[src/rtl/vcache_admit_filter.sv]
module vcache_admit_filter #(
  parameter int ADDR_W = 32,
  parameter int PROB_W = 8,
  parameter int VB_ENTRIES = 8,
  parameter int LFSR_W = 16,
  parameter logic [LFSR_W-1:0] LFSR_SEED = 16'hACE1,
  parameter logic [LFSR_W-1:0] LFSR_TAPS = 16'hB400
) (
  input  logic              clk,
  input  logic              rst,
  input  logic              miss_valid,
  input  logic [ADDR_W-1:0] miss_addr,
  input  logic [PROB_W-1:0] admit_prob,
  input  logic [ADDR_W-1:0] probe_addr,
  output logic              admit,
  output logic              probe_hit
);
  localparam int PTR_W = (VB_ENTRIES > 1) ? $clog2(VB_ENTRIES) : 1;
  localparam logic [PTR_W-1:0] LAST_SLOT = PTR_W'(VB_ENTRIES - 1);

  logic [LFSR_W-1:0]     lfsr_q;
  logic [ADDR_W-1:0]     tag_q [VB_ENTRIES];
  logic [VB_ENTRIES-1:0] vld_q;
  logic [PTR_W-1:0]      wptr_q;
  logic [VB_ENTRIES-1:0] miss_match, probe_match;
  logic                  miss_present, do_insert;

  for (genvar i = 0; i < VB_ENTRIES; i++) begin : g_cmp
    assign miss_match[i]  = vld_q[i] && (tag_q[i] == miss_addr);
    assign probe_match[i] = vld_q[i] && (tag_q[i] == probe_addr);
  end

  assign miss_present = |miss_match;
  assign probe_hit    = |probe_match;
  assign admit        = miss_valid && (lfsr_q[PROB_W-1:0] < admit_prob);
  assign do_insert    = miss_valid && !admit && !miss_present;

  always_ff @(posedge clk) begin
    if (rst) begin
      lfsr_q <= LFSR_SEED;
    end else if (miss_valid) begin
      lfsr_q <= {lfsr_q[LFSR_W-2:0], ^(lfsr_q & LFSR_TAPS)};
    end
  end

  always_ff @(posedge clk) begin
    if (rst) begin
      vld_q  <= '0;
      wptr_q <= '0;
    end else if (do_insert) begin
      vld_q[wptr_q] <= 1'b1;
      wptr_q        <= (wptr_q == LAST_SLOT) ? '0 : wptr_q + 1'b1;
    end
  end

  always_ff @(posedge clk) begin
    if (do_insert) tag_q[wptr_q] <= miss_addr;
  end
endmodule


[config.mk]
export PLATFORM = sky130hd
export DESIGN_NAME = vcache_admit_filter
export DESIGN_NICKNAME = d
export VERILOG_FILES = /design/src/rtl/vcache_admit_filter.sv
export SDC_FILE = /design/constraint.sdc
export NUM_CORES = 1
export LEC_CHECK = 0
export BUFFER_PORTS_ARGS = -buffer_cell sky130_fd_sc_hd__buf_2
export CORE_MARGIN = 4
export CORE_UTILIZATION = 47
export CTS_CLUSTER_SIZE = 8
export DETAILED_ROUTE_END_ITERATION = 10
export PLACE_DENSITY_LB_ADDON = 0.08
export SLEW_MARGIN = 20
export SYNTH_ARGS = -nofsm -noshare
export SYNTH_HDL_FRONTEND = slang
export SYNTH_SLANG_ARGS = --single-unit
[constraint.sdc]
create_clock -name clk -period 6.5 [get_ports clk]
set_input_delay 1.3 -clock clk [delete_from_list [all_inputs] [get_ports clk]]
set_output_delay 1.3 -clock clk [all_outputs]
set_load 0.005 [all_outputs]
Word-level counts from Yosys, hierarchy flattened --
Memories as Yosys holds them, arrays and structs flattened. Cells that the tools add are included.
Storage, ports and cells: bits in registers 27, RAM bits 256, memories kept 1
Memories:
- tag_q | words 8, width 32, rd ports 8, clocked after memory_dff 0, wr ports 1, line 22 | logic [ADDR_W-1:0] tag_q [VB_ENTRIES];
Cells by class: add/subtract/negate cells 1, order comparisons 3, equality and inequality tests 17, mux-type cells 5, bitwise logic cells 1, reduce and logical (&&, ||, !) cells 25
Operators by type and width (number):
- equality test 32 bit | 16
- logical AND 1 bit | 20
- OR reduction 8 bit | 2
- XOR reduction 16 bit | 1
- < comparator 8 bit | 1
- OR 8 bit | 1
- < comparator 3 x 4 -> 1 bit, second input constant | 1
- adder 3 x 1 -> 3 bit, second input constant | 1
- demux 1 bit (select 3 bit) | 1
- equality test 3 bit, second input constant | 1
- greater-or-equal comparator 3 x 1 -> 1 bit, second input constant | 1
- 2-to-1 mux 1 bit | 3
- 2-to-1 mux 3 bit | 1
- logical NOT 1 bit | 2

Depth between registers and ports, before layout --
Gate-level depths: netlist (run 1).
word-level depth 7, mapped depth 9

Least setup slack after synthesis (run 1) --
No wires, ideal clock.
kind input -> register, start point input port miss_addr[12], end point memory tag_q[1][0], enable pin, setup time 0.461 ns, arrival 4.899 ns, setup slack 1.139 ns, stages on the path 9, buffers on the path 2, cells stage by stage buf_4 xor2_1 nor4_1 nand4_1 nor4_1 a2111oi_1 nand4_1 buf_2 nor3_1
Between the ends: cells in the longest elaborated chain, start to end 7, elaborated cells on any way between the ends 21, those cells by class 8 x eq/ne; 2 x mux; 11 x reduce/logical
RTL lines:
- start, declared | line 12 | input logic [ADDR_W-1:0] miss_addr,
- equality test 32 bit | line 29 | assign miss_match[i] = vld_q[i] && (tag_q[i] == miss_addr);
- logical AND 1 bit | line 29
- OR reduction 8 bit * | line 33 | assign miss_present = |miss_match;
- logical NOT 1 bit * | line 36 | assign do_insert = miss_valid && !admit && !miss_present;
- logical AND 1 bit * | line 36
- 2-to-1 mux 1 bit * | line 57 | if (do_insert) tag_q[wptr_q] <= miss_addr;
- 2-to-1 mux 1 bit (implied by the code) * | line 57
- end, declared | line 22
Every way passes the cells marked *; elsewhere a longest branch is shown, timed or not.

Final worst setup path (run 1) --
start point input port probe_addr[19], end point output port probe_hit
Between the ends: cells in the longest elaborated chain, start to end 3, elaborated cells on any way between the ends 17, those cells by class 8 x eq/ne; 9 x reduce/logical
RTL lines:
- start, declared | line 14 | input logic [ADDR_W-1:0] probe_addr,
- equality test 32 bit | line 30 | assign probe_match[i] = vld_q[i] && (tag_q[i] == probe_addr);
- logical AND 1 bit | line 30
- OR reduction 8 bit * | line 34 | assign probe_hit = |probe_match;
- end, declared | line 16 | output logic probe_hit
Marked as above.

==> results of run 1 <==
==> power breakdown <==
part           switching [W]  internal [W]
Combinational       0.000337      0.000153
Clock               0.000770       0.00116
Sequential         0.0000330       0.00203
==> layer usage <==
layer	wire, um	part of all wire	global-route usage
met4	2630	0.045	0.125
met1	25000	0.42	0.473
met5	16	0.00027	0
met2	26500	0.45	0.509
met3	4830	0.082	0.0547
==> critical path, stage by stage <==
cell     delay [ns]
buf_2          0.20
xnor2_1        0.50
nand4_1        0.15
nor4_1         1.02
nand4_1        0.26
nor4_1         0.46
nor4_1         0.13
nand4_1        0.18
buf_2          0.16
==> metrics by stage <==
| step | hold slack (ns) | utilization | instance area (um^2) |
|---|---|---|---|
| floorplan | 0.435 | - | 15000 |
| CTS | 0.467 | 0.532 | 16800 |
| global route | 0.474 | 0.532 | 16800 |
| global placement | 0.450 | 0.497 | 15700 |
| detailed placement | 0.451 | 0.497 | 15700 |
| finish | 0.463 | 0.532 | 16800 |
==> path summary, 6_finish.rpt <==
path | start | end | slack (ns) | cells past startpoint
worst max-delay path | probe_addr[19] | probe_hit | 0.83 | 9
worst min-delay path | lfsr_q[11] | lfsr_q[11] | 0.46 | 1
worst max register to register | tag_q[5][31] | tag_q[4][31] | 2.49 | 8
worst min register to register | lfsr_q[11] | lfsr_q[11] | 0.46 | 1
==> cell usage after synthesis (2+ instances only) <==
cell       instances  area (um^2)
nand3_1           20          100
buf_6             10          113
ha_1               9          113
nor2b_1            3         18.8
nand4_1           63          394
o22ai_1            3         18.8
o21ai_0            3         15.0
nand2_1            4         15.0
buf_1              4         15.0
a21oi_1            3         15.0
nor3_1            24          120
a21o_1             4         30.0
a211o_1            8         70.1
nor2_1            15         56.3
and3_2             2         15.0
buf_4             23          173
and2_1             6         37.5
mux2i_1           10          100
xor2_1           302         2650
edfxtp_1         256         7690
o32ai_1            2         17.5
a2111oi_0          2         17.5
o41ai_1            2         17.5
inv_1             17         63.8
clkbuf_1          34          128
xnor2_1          209         1830
nor4_1            82          513
nand2b_1           8         50.1
dfxtp_1           27          541
==> cells by family after synthesis <==
group,share of synthesized area
multiplexers,0.00765
XOR/XNOR,0.299
adder cells (fa/ha/maj),0.00749
AO/OA/AOI/OAI,0.0163
buffers and inverters,0.0333
flip-flops,0.547
AND/OR/NAND/NOR,0.0894
==> cell type report <==
class	count	area, um^2
Multi-Input combinational cell	793	6340
Sequential cell	283	8230
Inverter	18	67.6
Clock buffer	47	1050
Timing Repair Buffer	97	538
Clock inverter	3	47.5
Tap cell	402	503
Fill cell	2783	14800
Antenna cell	1	2.50
==> flip-flops by register name (all words and copies together), names as in the netlist <==
signal / count
tag_q: 256
vld_q: 8
wptr_q: 3
lfsr_q: 16
==> out/results.ini, run 1 <==
[logic_synthesis]
synth_edf_count=256
synth_area_per_cell_um2=12.9
synth-seq-cells=283
yosys_warnings=0
syn_inst=1166
syn_nets=1250
synth-async-reset-ratio=0
ys_types=40
syn-cell-area_mm2=0.0150
ys_seq_area_frac=0.547
synth-main-ff-cell=edfxtp_1

[floorplanning]
coreArea_mm2=0.0316
die_area_mm2=0.0349
die_w_um=187
die_y_um=187
fp-row-count=65
boundaryPins=77
initial_core_util=0.477

[placement]
dp_hpwl_um=44900
dp.cells=1593
dp_slack_ns=1.01
gp_congestion=1.05
io_buffers=76

[clock_network]
cts-resized-gates=0
cts_hold_buffers=0
clk_path_buf_depth=3
cts_sinks=283
numCtsBuffers=41
postCtsSetupBuffers=0
clockRootBuffer=clkbuf_16
clkSlewWorstSetupHoldPaths_ns=0.05
clock_latency_ns=0.53
tritoncts=yes
htreeDepth=2

[worst_setup_path]
cp_max_fo=8
crit_required_ns=5.20
crit_arrival_ns=4.37
timing.critical_path.to_type=output port
worstSetupStartpointType=input pin
critPathKind=in -> out

[worst_hold_path]
hp-class=reg -> reg

[layout]
layout-drive-gt1-share=0.123
area.growth.synth_to_final_pct=11.5
layout_commonest_cell=xor2_1
final_cell_mix=xor2_1, edfxtp_1, xnor2_1
layout.nets=1318
fin_cells=1644

[sta]
finalSetupViolCount=0
final_hold_viol_count=0
slew_headroom=0.190
period_minus_slack_ns=5.67
tightest_slew_ns=1.20
fmax_mhz=176
period_share=0.872
finalWorstSetupSlack_ns=0.829
fin_setup_tns_ns=0
rsz0062_at_grt=no
skew_ns=0.0154
slew_viol_final=0

[power]
peakVddDrop_mv=0.234
power_density_mw_per_mm2=267
leakage_nw=5.67
finalPower_w=0.00448

[route]
ant_nets=0
firstDrtPassIters=5
route.detailed.drc=0
wirelength_um=59000
vias=10054
viasPerCell=6.12
dr.first_iter.drc_count=1351
wire_per_inst_um=35.9

[status]
outcome=finished clean

[global_routing]
grt_pass1_vias=9651
grt_max_degree=33
grt_usage=0.330
antenna_found_initial=2
grt_first_pass_wirelength_um=80200
grt_overflow=0

[flow_run]
max_cap_violations=0

Note: power is estimated with default switching activity, not from simulation.
==> inputs of run 2 (changes only) <==
--- a/config.mk
+++ b/config.mk
@@ -10,7 +10,9 @@
 export CORE_UTILIZATION = 47
 export CTS_CLUSTER_SIZE = 8
 export DETAILED_ROUTE_END_ITERATION = 10
+export GPL_TIMING_DRIVEN = 0
 export PLACE_DENSITY_LB_ADDON = 0.08
+export RECOVER_POWER = 25
 export SLEW_MARGIN = 20
 export SYNTH_ARGS = -nofsm -noshare
 export SYNTH_HDL_FRONTEND = slang
==> run 2 against run 1 <==
Clock-buffer cell count up 3. Global-route usage rose by 0.28 points. Maximum frequency is 2.7% lower. Register-to-register slack worse by 0.47 ns. Clock power about the same. Worst setup slack lost 0.16 ns. First-iteration DRC count is 8.0% lower. Non-clock buffer count grew 48. Critical endpoint unchanged. Highest routed layer unchanged.
==> out/results.ini, run 2 (same netlist as run 1, synthesis figures left out) <==
[worst_hold_path]
hold_path_end=lfsr_q[15]
holdCritStartpoint=lfsr_q[14]
whs_path_depth=1  ; unchanged
hp-class=reg -> reg

[worst_setup_path]
cp-startpoint=probe_addr[16]
crit_arrival_ns=4.53  ; +0.16 ns
r2r_start=tag_q[2][5]
r2r-end=tag_q[2][9]
crit_required_ns=5.20  ; about the same
timing.critical_path.to_type=output port
cp_max_fo=8  ; unchanged
worstSetupStartpointType=input pin
r2r_setup_slack_ns=2.02  ; -0.47 ns
rr_worst_depth=11  ; +3
critPathKind=in -> out

[layout]
layout_commonest_cell=xor2_1
biggestRegsByFlops=tag_q: 256 flops, lfsr_q: 16 flops, vld_q: 8 flops
final_cell_mix=xor2_1, edfxtp_1, xnor2_1
regMostFlops=tag_q
layout-drive-gt1-share=0.112  ; -0.0111
seq_area_mm2=0.00823  ; unchanged
largest_reg_flops=256  ; unchanged
area.growth.synth_to_final_pct=14.0
final_util=0.543  ; +0.0117
layout.nets=1366  ; +3.6%
multi_input_area_mm2=0.00635  ; +0.16%
fillers=2750  ; -1.2%

[sta]
finalSetupViolCount=0  ; unchanged
fin_setup_tns_ns=0  ; unchanged
fmax_mhz=172  ; -2.7%
tightest_slew_ns=1.22  ; +0.0129 ns
rsz0062_at_grt=no
period_minus_slack_ns=5.83  ; +0.157 ns
final_hold_viol_count=0  ; unchanged
slew_headroom=0.188  ; -0.00122
period_share=0.897  ; +0.0241
slew_viol_final=0  ; unchanged
skew_ns=0.0194  ; +0.00403 ns

[route]
dr.first_iter.drc_count=1243  ; -8.0%
ant_nets=0  ; unchanged
viasPerCell=6.01  ; -1.7%
route.detailed.drc=0  ; unchanged
vias=10194  ; +1.4%
wire_per_inst_um=35.4  ; -1.5%
firstDrtPassIters=5  ; unchanged
wirelength_um=60000  ; +1.6%

[floorplanning]
boundaryPins=77  ; unchanged
coreArea_mm2=0.0316  ; unchanged
die_w_um=187  ; unchanged
fp-row-count=65  ; unchanged
initial_core_util=0.477  ; unchanged
die_y_um=187  ; unchanged
die_area_mm2=0.0349  ; unchanged

[power]
p_sw_frac=0.257  ; +0.00249
netSwitchingPower_w=0.00116  ; +2.0%
clockPowerShare=0.429  ; -0.002
seq_power_share=0.454  ; -0.006
p_comb_frac=0.116  ; +0.007
internal_power_w=0.00336  ; +0.66%
peakVddDrop_mv=0.281  ; +20%
power_density_mw_per_mm2=264  ; -1.2%
leakage_nw=5.78  ; +1.8%

[clock_network]
clk_path_buf_depth=3  ; unchanged
cts_sinks=283  ; unchanged
clkSlewWorstSetupHoldPaths_ns=0.05  ; about the same
postCtsSetupBuffers=0  ; unchanged
cts-resized-gates=0  ; unchanged
tritoncts=yes
numCtsBuffers=41  ; unchanged
cts_hold_buffers=0  ; unchanged
clock_latency_ns=0.53  ; about the same
clockRootBuffer=clkbuf_16
htreeDepth=2  ; unchanged

[status]
outcome=finished clean

[flow_run]
max_cap_violations=0  ; unchanged

[global_routing]
grt_overflow=0  ; unchanged
grt_max_degree=33  ; unchanged
grt_pass1_vias=9894  ; +2.5%
grt_usage=0.333  ; +0.00281
antenna_found_initial=4  ; +2
grt_first_pass_wirelength_um=79900  ; -0.34%

[placement]
io_buffers=43  ; -43%
dp_hpwl_um=47000  ; +4.8%
gp_congestion=1.05  ; -0.16%

run 2: stage by stage:
| step | setup slack (ns) | area [um^2] | power (W) | hold WS [ns] | std cells |
|---|---|---|---|---|---|
| after floorplan | 1.14 | 15000 | 0.00237 | 0.435 | 1166 |
| after global placement | -3.29 | 15800 | 0.00261 | 0.456 | 1611 |
| after detailed placement | 0.767 | 16000 | 0.00261 | 0.459 | 1641 |
| after CTS | 0.816 | 17200 | 0.00452 | 0.470 | 1694 |
| after global routing | 0.765 | 17100 | 0.00463 | 0.488 | 1694 |
| final | 0.672 | 17100 | 0.00453 | 0.472 | 1695 |
run 2: area by class of cell:
class | count | area share
inverters | 18 | 0.00394
repair buffers | 73 | 0.0258
flip-flops and latches | 283 | 0.480
multi-input cells | 793 | 0.370
clock inverters | 3 | 0.000949
plain buffers | 72 | 0.0252
well taps | 402 | 0.0293
diodes | 1 | 0.000146
clock buffers | 50 | 0.0643
run 2: power groups by stage:
stage | clock [W] | sequential (W) | combinational (W)
5_1_grt | 0.00203 | 0.00206 | 0.000543
2_1_floorplan | 0 | 0.00209 | 0.000285
3_3_place_gp | 0 | 0.00209 | 0.000513
6_report | 0.00194 | 0.00206 | 0.000527
4_1_cts | 0.00195 | 0.00206 | 0.000517
3_5_place_dp | 0 | 0.00209 | 0.000514
run 2: worst max-delay path by stage:
stage / endpoint / slack (ns) / depth (start not counted)
after floorplan: tag_q[1][0] / 1.14 / 9
after global placement: tag_q[5][14] / -3.29 / 10
after detailed placement: tag_q[2][3] / 0.77 / 13
after CTS: probe_hit / 0.82 / 8
after global routing: probe_hit / 0.77 / 9
final: probe_hit / 0.67 / 9
run 2: per-layer routing:
metal,routed length (um),vias up,global-route usage
li1,-,4370,-
met1,24200,5090,0.452
met2,26700,607,0.511
met3,6130,121,0.0922
met4,2860,6,0.132
met5,54,-,0
run 2: critical path: stages:
cell	delay, ns
clkbuf_1	0.47
xnor2_1	0.30
nand4_1	0.30
nor4_1	1.01
nand4_1	0.16
nor4_1	0.49
nor4_1	0.15
nand4_1	0.20
buf_2	0.14
